$ cat config.mk
export PLATFORM = sky130hd
export DESIGN_NAME = sbp_port
export DESIGN_NICKNAME = d
export VERILOG_FILES = /design/src/rtl/sbp_pkg.sv /design/src/rtl/sbp_clkgen.sv /design/src/rtl/sbp_serializer.sv /design/src/rtl/sbp_deserializer.sv /design/src/rtl/sbp_port.sv
export SDC_FILE = /design/constraint.sdc
export NUM_CORES = 1
export LEC_CHECK = 0
export BUFFER_PORTS_ARGS = -buffer_cell sky130_fd_sc_hd__buf_2
export CAP_MARGIN = 20
export CORE_MARGIN = 8
export CORE_UTILIZATION = 60
export CTS_BUF_LIST = sky130_fd_sc_hd__clkbuf_8
export DETAILED_ROUTE_END_ITERATION = 8
export HOLD_SLACK_MARGIN = 0.1
export PLACE_DENSITY = 0.84
export SYNTH_ARGS = -nofsm -noshare
export SYNTH_HDL_FRONTEND = slang
export SYNTH_SLANG_ARGS = --single-unit
$ cat constraint.sdc
create_clock -name clk -period 6.21 [get_ports clk]
set_clock_uncertainty 0.15 [all_clocks]
set_input_delay 0.3105 -clock clk [delete_from_list [all_inputs] [get_ports clk]]
set_output_delay 0.3105 -clock clk [all_outputs]
set_load 0.02 [all_outputs]
$ cat src/rtl/sbp_pkg.sv
package sbp_pkg;
  typedef enum logic {
    DIR_TO_HOST   = 1'b0,
    DIR_FROM_HOST = 1'b1
  } dir_e;
endpackage

$ cat src/rtl/sbp_clkgen.sv
// Bit-clock generator and bit counter. Idles high; each bit period is a
// low half followed by a high half, each half_q system clocks long.
module sbp_clkgen #(
  parameter int WORD_W = 16,
  parameter int DIV_W  = 8
) (
  input  logic             clk,
  input  logic             rst,
  input  logic             start_i,
  input  logic             abort_i,
  input  logic [DIV_W-1:0] half_i,
  output logic             bclk_o,
  output logic             busy_o,
  output logic             launch_o,
  output logic             step_o,
  output logic             done_o
);
  localparam int IDX_W = (WORD_W > 1) ? $clog2(WORD_W) : 1;
  localparam logic [IDX_W-1:0] LAST_IDX = IDX_W'(WORD_W - 1);

  logic             busy_q, bclk_q;
  logic [DIV_W-1:0] cnt_q, half_q, half_eff;
  logic [IDX_W-1:0] idx_q;
  logic             tick, rise, step, done, launch;

  always_comb begin
    half_eff = (half_i == '0) ? DIV_W'(1) : half_i;
    launch   = start_i & ~busy_q;
    tick     = busy_q & ~abort_i & (cnt_q == half_q - DIV_W'(1));
    rise     = tick & ~bclk_q;
    step     = tick & bclk_q & (idx_q != LAST_IDX);
    done     = tick & bclk_q & (idx_q == LAST_IDX);
  end

  always_ff @(posedge clk) begin
    if (rst) begin
      busy_q <= 1'b0;
      bclk_q <= 1'b1;
      cnt_q  <= '0;
      half_q <= DIV_W'(1);
      idx_q  <= '0;
    end else if (abort_i) begin
      busy_q <= 1'b0;
      bclk_q <= 1'b1;
      cnt_q  <= '0;
      idx_q  <= '0;
    end else if (launch) begin
      busy_q <= 1'b1;
      bclk_q <= 1'b0;
      cnt_q  <= '0;
      half_q <= half_eff;
      idx_q  <= '0;
    end else if (busy_q) begin
      if (tick) begin
        cnt_q <= '0;
        if (rise) bclk_q <= 1'b1;
        if (step) begin
          bclk_q <= 1'b0;
          idx_q  <= idx_q + IDX_W'(1);
        end
        if (done) begin
          busy_q <= 1'b0;
          idx_q  <= '0;
        end
      end else begin
        cnt_q <= cnt_q + DIV_W'(1);
      end
    end
  end

  assign bclk_o   = bclk_q;
  assign busy_o   = busy_q;
  assign launch_o = launch;
  assign step_o   = step;
  assign done_o   = done;
endmodule

$ cat src/rtl/sbp_serializer.sv
// To-host path: presents one data/valid pair per bit period, LSB first.
module sbp_serializer #(
  parameter int WORD_W = 16
) (
  input  logic              clk,
  input  logic              rst,
  input  logic              load_i,
  input  logic              step_i,
  input  logic              clear_i,
  input  logic [WORD_W-1:0] word_i,
  input  logic [WORD_W-1:0] mask_i,
  output logic              dat_o,
  output logic              val_o
);
  logic [WORD_W-1:0] dsh_q, vsh_q;
  logic              dat_q, val_q;

  always_ff @(posedge clk) begin
    if (rst) begin
      dsh_q <= '0;
      vsh_q <= '0;
      dat_q <= 1'b0;
      val_q <= 1'b0;
    end else if (clear_i) begin
      dat_q <= 1'b0;
      val_q <= 1'b0;
    end else if (load_i) begin
      dat_q <= word_i[0];
      val_q <= mask_i[0];
      dsh_q <= word_i >> 1;
      vsh_q <= mask_i >> 1;
    end else if (step_i) begin
      dat_q <= dsh_q[0];
      val_q <= vsh_q[0];
      dsh_q <= dsh_q >> 1;
      vsh_q <= vsh_q >> 1;
    end
  end

  assign dat_o = dat_q;
  assign val_o = val_q;
endmodule

$ cat src/rtl/sbp_deserializer.sv
// From-host path: collects data/valid pairs LSB first; an invalid bit
// enters the word as 0.
module sbp_deserializer #(
  parameter int WORD_W = 16
) (
  input  logic              clk,
  input  logic              rst,
  input  logic              sample_i,
  input  logic              finish_i,
  input  logic              dat_i,
  input  logic              val_i,
  output logic [WORD_W-1:0] word_o,
  output logic [WORD_W-1:0] mask_o,
  output logic              stb_o
);
  logic [WORD_W-1:0] dsh_q, vsh_q, word_q, mask_q;
  logic              stb_q;

  always_ff @(posedge clk) begin
    if (rst) begin
      dsh_q  <= '0;
      vsh_q  <= '0;
      word_q <= '0;
      mask_q <= '0;
      stb_q  <= 1'b0;
    end else begin
      stb_q <= 1'b0;
      if (sample_i) begin
        dsh_q <= {dat_i & val_i, dsh_q[WORD_W-1:1]};
        vsh_q <= {val_i, vsh_q[WORD_W-1:1]};
      end
      if (finish_i) begin
        word_q <= dsh_q;
        mask_q <= vsh_q;
        stb_q  <= 1'b1;
      end
    end
  end

  assign word_o = word_q;
  assign mask_o = mask_q;
  assign stb_o  = stb_q;
endmodule

$ cat src/rtl/sbp_port.sv
module sbp_port #(
  parameter int WORD_W = 16,
  parameter int DIV_W  = 8
) (
  input  logic              clk,
  input  logic              rst,
  input  logic              dir_i,
  input  logic [DIV_W-1:0]  half_period_i,
  input  logic              start_i,
  input  logic [WORD_W-1:0] out_word_i,
  input  logic [WORD_W-1:0] out_mask_i,
  output logic              busy_o,
  output logic [WORD_W-1:0] in_word_o,
  output logic [WORD_W-1:0] in_mask_o,
  output logic              in_stb_o,
  output logic              bclk_o,
  output logic              hdat_o,
  output logic              hval_o,
  input  logic              hdat_i,
  input  logic              hval_i
);
  import sbp_pkg::*;

  dir_e run_dir_q;
  logic busy, launch, step, done, abort;
  logic to_host_now, to_host_run;

  assign abort       = busy & (dir_e'(dir_i) != run_dir_q);
  assign to_host_now = (dir_e'(dir_i) == DIR_TO_HOST);
  assign to_host_run = (run_dir_q == DIR_TO_HOST);

  always_ff @(posedge clk) begin
    if (rst)         run_dir_q <= DIR_TO_HOST;
    else if (launch) run_dir_q <= dir_e'(dir_i);
  end

  sbp_clkgen #(.WORD_W(WORD_W), .DIV_W(DIV_W)) clkgen_i (
    .clk      (clk),
    .rst      (rst),
    .start_i  (start_i),
    .abort_i  (abort),
    .half_i   (half_period_i),
    .bclk_o   (bclk_o),
    .busy_o   (busy),
    .launch_o (launch),
    .step_o   (step),
    .done_o   (done)
  );

  sbp_serializer #(.WORD_W(WORD_W)) ser_i (
    .clk     (clk),
    .rst     (rst),
    .load_i  (launch & to_host_now),
    .step_i  (step & to_host_run),
    .clear_i (done | abort),
    .word_i  (out_word_i),
    .mask_i  (out_mask_i),
    .dat_o   (hdat_o),
    .val_o   (hval_o)
  );

  sbp_deserializer #(.WORD_W(WORD_W)) des_i (
    .clk      (clk),
    .rst      (rst),
    .sample_i ((launch & ~to_host_now) | (step & ~to_host_run)),
    .finish_i (done & ~to_host_run),
    .dat_i    (hdat_i),
    .val_i    (hval_i),
    .word_o   (in_word_o),
    .mask_o   (in_mask_o),
    .stb_o    (in_stb_o)
  );

  assign busy_o = busy;
endmodule

==> metrics.txt, run 1 <==
# TYPE chip_impl_metric gauge
chip_impl_info{name="outcome",value="complete, no violations"} 1
chip_impl_info{name="cts_tree",value="built"} 1
chip_impl_metric{name="cts_inserted_buffers",unit=""} 17
chip_impl_metric{name="synth_compound_gate_area_share",unit="%"} 11.76
chip_impl_metric{name="post_synth_num_cell_types",unit=""} 47
chip_impl_metric{name="synth_seq_cells",unit=""} 120
chip_impl_metric{name="reg2reg_depth",unit=""} 10
chip_impl_info{name="critPathLaunchType",value="register"} 1
chip_impl_metric{name="syn_area",unit="µm²"} 5172
chip_impl_metric{name="die_area",unit="µm²"} 11850
chip_impl_metric{name="final_period_minus_worst_setup_slack",unit="ps"} 3724
chip_impl_metric{name="timing.slew.headroom",unit="%"} 29.68
chip_impl_metric{name="async_flop_share",unit="%"} 0
chip_impl_info{name="rsz_0062_raised_after_global_routing",value="false"} 1
chip_impl_metric{name="cp_data_required_time",unit="ps"} 6410
chip_impl_metric{name="max_cap_violations",unit=""} 0
chip_impl_metric{name="synth.net_count",unit=""} 592
chip_impl_metric{name="worst_slew_pin_slew",unit="ps"} 1055
chip_impl_metric{name="cts_buffer_depth",unit=""} 2
chip_impl_metric{name="global_route_wire_length_before_repair",unit="mm"} 19.71
chip_impl_info{name="cts_root_buf",value="clkbuf_8"} 1
chip_impl_metric{name="fraction_of_final_layout_cells_sized_beyond_drive_strength_1",unit="%"} 23.35
chip_impl_metric{name="detail-route-antenna-nets",unit=""} 0
chip_impl_info{name="timing.rr.end",value="des_i.dsh_q[15]$_SDFFE_PP0P_"} 1
chip_impl_info{name="cp-endpoint",value="des_i.dsh_q[15]$_SDFFE_PP0P_"} 1
chip_impl_info{name="final_cell_mix",value="137 x nor2_1, 120 x dfxtp_1, 81 x buf_2"} 1
chip_impl_info{name="postSynth.topFlopCell",value="dfxtp_1"} 1
chip_impl_info{name="leading_cell_type_in_the_layout_fill_and_taps_excluded",value="nor2_1"} 1
chip_impl_metric{name="synth_edf_count",unit=""} 0
chip_impl_metric{name="post_synth_xor_area_fraction",unit="%"} 2.879
chip_impl_metric{name="synth.area.mux_share",unit="%"} 13.16
chip_impl_metric{name="cell_count_after_synthesis",unit=""} 543
chip_impl_metric{name="placement.io_buffers",unit=""} 82
chip_impl_metric{name="maximum_number_of_pins_on_one_net_before_global_route_repair",unit=""} 61
chip_impl_metric{name="critPathMaxFanout",unit=""} 33
chip_impl_metric{name="worst-endpoint-arrival",unit="ps"} 3930
chip_impl_metric{name="crit_cells",unit=""} 10
chip_impl_info{name="cp-end-kind",value="register"} 1
chip_impl_metric{name="timing_hold_violations_final",unit=""} 0
chip_impl_metric{name="final.hold.worst_slack",unit="ps"} 213.1
chip_impl_metric{name="max_stage_delay",unit="ps"} 880
chip_impl_metric{name="number_of_placed_i_o_pins",unit=""} 83
chip_impl_metric{name="syn-mean-instance-area",unit="µm²"} 9.526
chip_impl_info{name="cp_cell_sequence",value="inv_1, ha_1, nor3b_4, mux2i_1, or3b_1, a21oi_4, a21bo_2, nand3_1, dlygate4sd3_1, a21oi_1"} 1
chip_impl_metric{name="first_global_vias",unit=""} 4187
chip_impl_metric{name="final_routed_wirelength",unit="mm"} 12.28
chip_impl_metric{name="setup.reg_to_reg.worst_slack",unit="ps"} 2490
chip_impl_metric{name="clkSinkCount",unit=""} 120
chip_impl_metric{name="std_cell_rows",unit=""} 34
chip_impl_metric{name="clock.fmax",unit="GHz"} 0.2685
chip_impl_metric{name="setup_viol",unit=""} 0
chip_impl_metric{name="fin_tns_setup",unit="ps"} 0
chip_impl_metric{name="wire_per_inst",unit="µm"} 15.80
chip_impl_metric{name="fp.coreArea",unit="µm²"} 8551
chip_impl_metric{name="slew_viol_final",unit=""} 0
chip_impl_metric{name="design.final.nets",unit=""} 704
chip_impl_metric{name="antenna_violations_before_repair",unit=""} 0
chip_impl_metric{name="cellLeakagePower",unit="nW"} 2.790
chip_impl_metric{name="path_buf_inv",unit=""} 2
chip_impl_metric{name="gr-usage-all-layers",unit="%"} 20.89
chip_impl_metric{name="htreeDepth",unit=""} 4
chip_impl_info{name="rr_startpoint",value="clkgen_i.half_q[0]$_SDFFE_PP1P_"} 1
chip_impl_metric{name="detailedRoute.firstIterationViolations",unit=""} 194
chip_impl_metric{name="ir_drop",unit="µV"} 211.7
chip_impl_info{name="largest_cells_by_area_after_synthesis",value="dfxtp_1 46%, mux2i_1 13%, nor2_1 10%"} 1
chip_impl_info{name="worst_path_dominant_cell_family",value="compound AO/OA/AOI/OAI gates"} 1
chip_impl_metric{name="clk-insertion-delay-late",unit="ps"} 430
chip_impl_metric{name="powerDensity",unit="nW/µm²"} 249.1
chip_impl_metric{name="post_synth_and_or_nand_nor_area_fraction",unit="%"} 20.71
chip_impl_metric{name="final.fill_count",unit=""} 595
chip_impl_info{name="synthDominantAreaCellType",value="dfxtp_1"} 1
chip_impl_info{name="critPathSlowestCell",value="a21bo_2"} 1
chip_impl_metric{name="die_height",unit="µm"} 108.9
chip_impl_info{name="dominant_combinational_cell_family_by_area_after_synthesis",value="simple AND/OR/NAND/NOR gates"} 1
chip_impl_metric{name="gp_routability_congestion",unit=""} 0.8327
chip_impl_metric{name="initial_utilization",unit="%"} 60.49
chip_impl_metric{name="die_w",unit="µm"} 108.9
chip_impl_metric{name="detail_route.vias_per_cell",unit=""} 5.584
chip_impl_info{name="critical_path_source",value="clkgen_i.half_q[0]$_SDFFE_PP1P_"} 1
chip_impl_metric{name="drc_errors",unit=""} 0
chip_impl_metric{name="ys.warnings.count",unit=""} 0
chip_impl_metric{name="yosysTopAreaCellShare",unit="%"} 46.44
chip_impl_metric{name="vias",unit=""} 4339
chip_impl_metric{name="synth_seq_area_share",unit="%"} 46.44
chip_impl_metric{name="flow.area_growth_from_synthesis",unit="%"} 23.15
chip_impl_metric{name="dp_hpwl",unit="mm"} 7.191
chip_impl_metric{name="drt_pass_1_iters",unit=""} 4
chip_impl_info{name="hold_wc_path_type",value="in -> reg"} 1
chip_impl_metric{name="cts.clk_slew.worst_paths",unit="ps"} 70
chip_impl_metric{name="globalRoute.totalOverflow",unit=""} 0
chip_impl_metric{name="synth-adder-area-share",unit="%"} 0.7257
chip_impl_info{name="worstSetupPathType",value="reg -> reg"} 1
chip_impl_metric{name="min_period_over_period",unit="%"} 59.97
## cell type report
cell class	count	area, µm²	area share (%)
multi-input combinational	381	2554	40.09
clock buffer	17	234.0	3.673
clock inverter	15	105.1	1.650
timing repair buffer	131	922.1	14.48
sequential	120	2402	37.71
tap	108	135.1	2.121
antenna	1	2.502	0.03929
inverter	4	15.01	0.2357
## cell families after synthesis
kind of cell,Yosys count
and+or+nand+nor,238
DFF,120
AOI/OAI and AO/OA,56
adders and majority gates,3
muxes,67
buffers and inverters,42
xor gates and xnor gates,17
## synth_stat cells, types with 2 or more instances
library cell	number
and3_1	3
buf_2	2
buf_4	5
nand4_1	4
nand4b_1	2
nand3_1	9
nor2_1	138
o21ai_0	2
dfxtp_1	120
and2_1	2
a21oi_1	17
nand2_1	28
nor3_1	32
nor2b_1	2
xnor2_1	5
clkbuf_1	24
xor2_1	12
mux2i_1	65
nor4_1	4
inv_1	4
ha_1	3
or3_1	2
buf_6	6
a2111oi_2	28
mux2_4	2
## flip-flops by register name, indices dropped and copies added (netlist names), 4 cells and up
| signal | cells |
|---|---|
| clkgen_i.cnt_q | 8 |
| clkgen_i.half_q | 8 |
| clkgen_i.idx_q | 4 |
| des_i.dsh_q | 16 |
| des_i.mask_o | 16 |
| des_i.vsh_q | 16 |
| des_i.word_o | 16 |
| ser_i.dsh_q | 15 |
| ser_i.vsh_q | 15 |
## stage by stage
| step | instance area, µm² | worst slack [ps] | power [mW] | std cells | util (%) |
|---|---|---|---|---|---|
| finish | 6370 | 2486 | 1.587 | 777 | 74.50 |
| global route | 6367 | 2326 | 1.659 | 776 | 74.47 |
| CTS | 6316 | 2552 | 1.594 | 773 | 73.87 |
| detailed placement | 5527 | 2884 | 0.9790 | 696 | 64.63 |
| global placement | 5527 | 2998 | 0.9718 | 696 | 64.63 |
| floorplan | 5172 | 3735 | 0.9435 | 543 | - |
## layer usage
layer | vias to the layer above | part of all wire (%) | GRT usage, % | wire [µm]
li1 | 2124 | - | - | -
met1 | 2072 | 42 | 24.25 | 5179
met2 | 121 | 51 | 35.70 | 6258
met3 | 22 | 4.9 | 5.437 | 604
met4 | 0 | 1.9 | 8.993 | 236
met5 | - | 0 | 0 | 0
## worst min path at each step
stage	from	to	slack (ps)	cells after the start
after floorplan	start_i	clkgen_i.busy_o$_SDFF_PP0_	290	2
after global placement	ser_i.vsh_q[14]$_SDFFE_PP0P_	ser_i.vsh_q[14]$_SDFFE_PP0P_	300	2
after detailed placement	ser_i.vsh_q[14]$_SDFFE_PP0P_	ser_i.vsh_q[14]$_SDFFE_PP0P_	320	2
after CTS	rst	des_i.word_o[7]$_SDFFE_PP0P_	180	2
after global routing	rst	des_i.vsh_q[2]$_SDFFE_PP0P_	210	2
final	rst	clkgen_i.half_q[3]$_SDFFE_PP0P_	210	2
## power breakdown
part	switching, mW	leakage, nW	internal, mW
registers	0.0196	0.974	0.793
logic	0.0942	1.64	0.0839
clock network	0.322	0.171	0.275
## timing repair
| item | in CTS | in global routing |
|---|---|---|
| setup buffers | 0 | 0 |
| gates resized for setup | 0 | 0 |
| endpoints found under the hold margin | 44 | 0 |
| hold buffers | 45 | 0 |
No activity file was read; power rests on OpenSTA's default activity.
==> run 2, diff against run 1 <==
--- a/config.mk
+++ b/config.mk
@@ -5,14 +5,15 @@
 export SDC_FILE = /design/constraint.sdc
 export NUM_CORES = 1
 export LEC_CHECK = 0
+export ABC_AREA = 1
 export BUFFER_PORTS_ARGS = -buffer_cell sky130_fd_sc_hd__buf_2
 export CAP_MARGIN = 20
 export CORE_MARGIN = 8
-export CORE_UTILIZATION = 60
+export CORE_UTILIZATION = 59
 export CTS_BUF_LIST = sky130_fd_sc_hd__clkbuf_8
 export DETAILED_ROUTE_END_ITERATION = 8
 export HOLD_SLACK_MARGIN = 0.1
-export PLACE_DENSITY = 0.84
+export PLACE_DENSITY = 0.82
 export SYNTH_ARGS = -nofsm -noshare
 export SYNTH_HDL_FRONTEND = slang
 export SYNTH_SLANG_ARGS = --single-unit
==> constraint.sdc (replaced) <==
create_clock -name clk -period 3.67 [get_ports clk]
set_clock_uncertainty 0.15 [all_clocks]
set_input_delay 0.1835 -clock clk [delete_from_list [all_inputs] [get_ports clk]]
set_output_delay 0.1835 -clock clk [all_outputs]
set_load 0.02 [all_outputs]
==> metrics.txt, run 2 <==
# TYPE chip_impl_metric gauge
chip_impl_info{name="outcome",value="complete, no violations"} 1
chip_impl_metric{name="setup_viol",unit=""} 0
chip_impl_metric{name="use_met2",unit="%"} 34.66
chip_impl_info{name="cts_tree",value="built"} 1
chip_impl_metric{name="final_period_minus_worst_setup_slack",unit="ps"} 3005
chip_impl_metric{name="finish.instance_area",unit="µm²"} 7003
chip_impl_metric{name="synth.area.mux_share",unit="%"} 0
chip_impl_metric{name="die_area",unit="µm²"} 13020
chip_impl_metric{name="htreeDepth",unit=""} 4
chip_impl_metric{name="placement.io_buffers",unit=""} 82
chip_impl_metric{name="syn-mean-instance-area",unit="µm²"} 6.430
chip_impl_metric{name="initial_utilization",unit="%"} 59.46
chip_impl_metric{name="gr-usage-met3",unit="%"} 6.276
chip_impl_metric{name="synth_edf_count",unit=""} 0
chip_impl_metric{name="fp.coreArea",unit="µm²"} 9549
chip_impl_metric{name="worst_slew_pin_slew",unit="ps"} 975.3
chip_impl_metric{name="post_cts_resize_count",unit=""} 0
chip_impl_metric{name="global_route_wire_length_before_repair",unit="mm"} 22.30
chip_impl_metric{name="async_flop_share",unit="%"} 0
chip_impl_metric{name="final_core_utilization",unit="%"} 73.34
chip_impl_metric{name="final_critical_path_setup_slack",unit="ps"} 665.2
chip_impl_metric{name="final.hold.worst_slack",unit="ps"} 118.2
chip_impl_metric{name="post_synth_xor_area_fraction",unit="%"} 0.6170
chip_impl_metric{name="detail-route-antenna-nets",unit=""} 0
chip_impl_metric{name="final.fill_count",unit=""} 799
chip_impl_metric{name="globalRouteMet1Util",unit="%"} 24.78
chip_impl_info{name="cp_cell_sequence",value="inv_1, ha_1, nand2_1, nand3_1, nor2_1, nand3_1, nor2_2, nand3_2, nor2_2, nand2_2, buf_4, nand3_1, a21oi_1, dlygate4sd3_1"} 1
chip_impl_metric{name="drt_pass_1_iters",unit=""} 6
chip_impl_info{name="crit_path_frequent_cell",value="nand3_1"} 1
chip_impl_metric{name="post-place-cells",unit=""} 1062
chip_impl_metric{name="preCtsSetupSlack",unit="ps"} 1062
chip_impl_metric{name="timing.slew.headroom",unit="%"} 34.98
chip_impl_info{name="cts_root_buf",value="clkbuf_8"} 1
chip_impl_metric{name="antenna_cells_inserted",unit=""} 0
chip_impl_metric{name="min_period_over_period",unit="%"} 81.88
chip_impl_metric{name="syn_area",unit="µm²"} 5678
chip_impl_info{name="critPathSlowestCell",value="dlygate4sd3_1"} 1
chip_impl_metric{name="slew_viol_final",unit=""} 0
chip_impl_metric{name="design.final.nets",unit=""} 1044
chip_impl_metric{name="synth_seq_cells",unit=""} 120
chip_impl_metric{name="post_synth_and_or_nand_nor_area_fraction",unit="%"} 40.37
chip_impl_info{name="hold_wc_path_type",value="in -> reg"} 1
chip_impl_metric{name="wire_per_inst",unit="µm"} 11.52
chip_impl_metric{name="maximum_number_of_pins_on_one_net_before_global_route_repair",unit=""} 99
chip_impl_metric{name="max_stage_delay",unit="ps"} 560
chip_impl_metric{name="path_buf_inv",unit=""} 3
chip_impl_info{name="most_common_cell_in_the_netlist",value="nand2_1"} 1
chip_impl_info{name="final_cell_mix",value="227 x nand2_1, 203 x nor2_1, 120 x dfxtp_1"} 1
chip_impl_metric{name="antenna_violations_before_repair",unit=""} 0
chip_impl_metric{name="cell_count_after_synthesis",unit=""} 883
chip_impl_metric{name="globalRoute.totalOverflow",unit=""} 0
chip_impl_metric{name="clock.fmax",unit="GHz"} 0.3328
chip_impl_metric{name="cts_inserted_buffers",unit=""} 17
chip_impl_metric{name="powerDensity",unit="nW/µm²"} 441.5
chip_impl_metric{name="cts.clk_slew.worst_paths",unit="ps"} 70
chip_impl_metric{name="critPathMaxFanout",unit=""} 31
chip_impl_info{name="cp-end-kind",value="register"} 1
chip_impl_metric{name="synth.net_count",unit=""} 932
chip_impl_info{name="critPathLaunchType",value="register"} 1
chip_impl_metric{name="std_cell_rows",unit=""} 36
chip_impl_metric{name="cts_buffer_depth",unit=""} 2
chip_impl_info{name="largest_cells_by_area_after_synthesis",value="dfxtp_1 42%, nand2_1 15%, nor2_1 13%"} 1
chip_impl_metric{name="synth-adder-area-share",unit="%"} 0.6611
chip_impl_metric{name="die_height",unit="µm"} 114.1
chip_impl_metric{name="p_total",unit="mW"} 3.092
chip_impl_info{name="synth.top_cells.by_count",value="227 x nand2_1, 204 x nor2_1, 120 x dfxtp_1"} 1
chip_impl_metric{name="max_cap_violations",unit=""} 0
chip_impl_metric{name="worst-endpoint-arrival",unit="ps"} 3150
chip_impl_metric{name="synth_compound_gate_area_share",unit="%"} 5.223
chip_impl_metric{name="number_of_placed_i_o_pins",unit=""} 83
chip_impl_info{name="synthDominantAreaCellType",value="dfxtp_1"} 1
chip_impl_metric{name="fraction_of_final_layout_cells_sized_beyond_drive_strength_1",unit="%"} 15.38
chip_impl_metric{name="gr-usage-all-layers",unit="%"} 20.64
chip_impl_metric{name="detailedRoute.firstIterationViolations",unit=""} 402
chip_impl_metric{name="die_w",unit="µm"} 114.1
chip_impl_info{name="worst_path_dominant_cell_family",value="simple AND/OR/NAND/NOR gates"} 1
chip_impl_metric{name="post_synth_num_cell_types",unit=""} 30
chip_impl_metric{name="synth_seq_area_share",unit="%"} 42.31
chip_impl_metric{name="ys.warnings.count",unit=""} 0
chip_impl_info{name="grt_busiest_layer",value="met2"} 1
chip_impl_info{name="postSynth.topFlopCell",value="dfxtp_1"} 1
chip_impl_info{name="dominant_combinational_cell_family_by_area_after_synthesis",value="simple AND/OR/NAND/NOR gates"} 1
chip_impl_metric{name="yosysTopAreaCellShare",unit="%"} 42.31
chip_impl_metric{name="drc_errors",unit=""} 0
chip_impl_metric{name="clk-insertion-delay-late",unit="ps"} 420
chip_impl_metric{name="cellLeakagePower",unit="nW"} 3.496
chip_impl_metric{name="vias",unit=""} 5507
chip_impl_info{name="leading_cell_type_in_the_layout_fill_and_taps_excluded",value="nand2_1"} 1
chip_impl_info{name="worstSetupPathType",value="reg -> reg"} 1
chip_impl_metric{name="dp_hpwl",unit="mm"} 7.988
chip_impl_metric{name="fin_tns_setup",unit="ps"} 0
chip_impl_metric{name="flow.area_growth_from_synthesis",unit="%"} 23.34
chip_impl_metric{name="clkSinkCount",unit=""} 120
chip_impl_metric{name="gp_routability_congestion",unit=""} 0.8988
chip_impl_metric{name="dpl-instance-area",unit="µm²"} 6103
chip_impl_metric{name="ir_drop",unit="µV"} 304.6
chip_impl_metric{name="cp_data_required_time",unit="ps"} 3820
chip_impl_metric{name="detail_route.vias_per_cell",unit=""} 4.826
chip_impl_metric{name="layoutNonFillerInstCount",unit=""} 1141
chip_impl_info{name="rsz_0062_raised_after_global_routing",value="false"} 1
chip_impl_metric{name="timing_hold_violations_final",unit=""} 0
chip_impl_metric{name="final_routed_wirelength",unit="mm"} 13.15
chip_impl_metric{name="first_global_vias",unit=""} 5047
## run 2: final timing paths
check,startpoint,endpoint,slack [ps],cells past startpoint
setup / recovery,clkgen_i.half_q[0]$_SDFFE_PP1P_,ser_i.dsh_q[14]$_SDFFE_PP0P_,670,14
hold / removal,dir_i,ser_i.val_o$_SDFFE_PP0P_,120,6
setup reg to reg,clkgen_i.half_q[0]$_SDFFE_PP1P_,ser_i.dsh_q[14]$_SDFFE_PP0P_,670,14
hold reg to reg,des_i.dsh_q[5]$_SDFFE_PP0P_,des_i.dsh_q[4]$_SDFFE_PP0P_,320,2
## run 2: kinds of logic (layout without fill, tap and decap cells)
| kind of cell | Yosys count | count (layout) |
|---|---|---|
| fa+ha+maj | 3 | 3 |
| compound gates | 57 | 57 |
| simple gates | 554 | 554 |
| buf+inv | 145 | 270 |
| xor+xnor | 4 | 4 |
| flops | 120 | 120 |
## run 2: layout make-up
cell class | count | area [µm²] | area share, %
Clock inverter | 13 | 167.7 | 2.394
Timing Repair Buffer | 138 | 960.9 | 13.72
Tap cell | 133 | 166.4 | 2.376
Multi-Input combinational cell | 618 | 2669 | 38.11
Clock buffer | 19 | 261.5 | 3.734
Sequential cell | 120 | 2402 | 34.30
Inverter | 100 | 375.4 | 5.360
## run 2: routing by layer
| layer | wire, µm | share of wire [%] |
|---|---|---|
| met5 | 0 | 0 |
| met4 | 159 | 1.2 |
| met3 | 815 | 6.2 |
| met2 | 6412 | 49 |
| met1 | 5763 | 44 |
## run 2: where the power goes
part	switching, mW	total (mW)	internal [mW]
registers	0.0392	1.41	1.37
clock network	0.546	1.26	0.715
logic	0.250	0.424	0.174
total	0.836	3.09	2.26
## run 2: what timing repair did
item,CTS,global route
hold buffers,47,0
hold endpoints to repair,46,0
buffers inserted,0,0
## run 2: worst register-to-register path: cells and delay by family (launching register included)
family | cells | cell delay (ps)
adders and majority gates | 1 | 320
and+or+nand+nor | 9 | 1020
AOI/OAI and AO/OA | 1 | 60
buffers and inverters | 3 | 920
DFF | 1 | 410
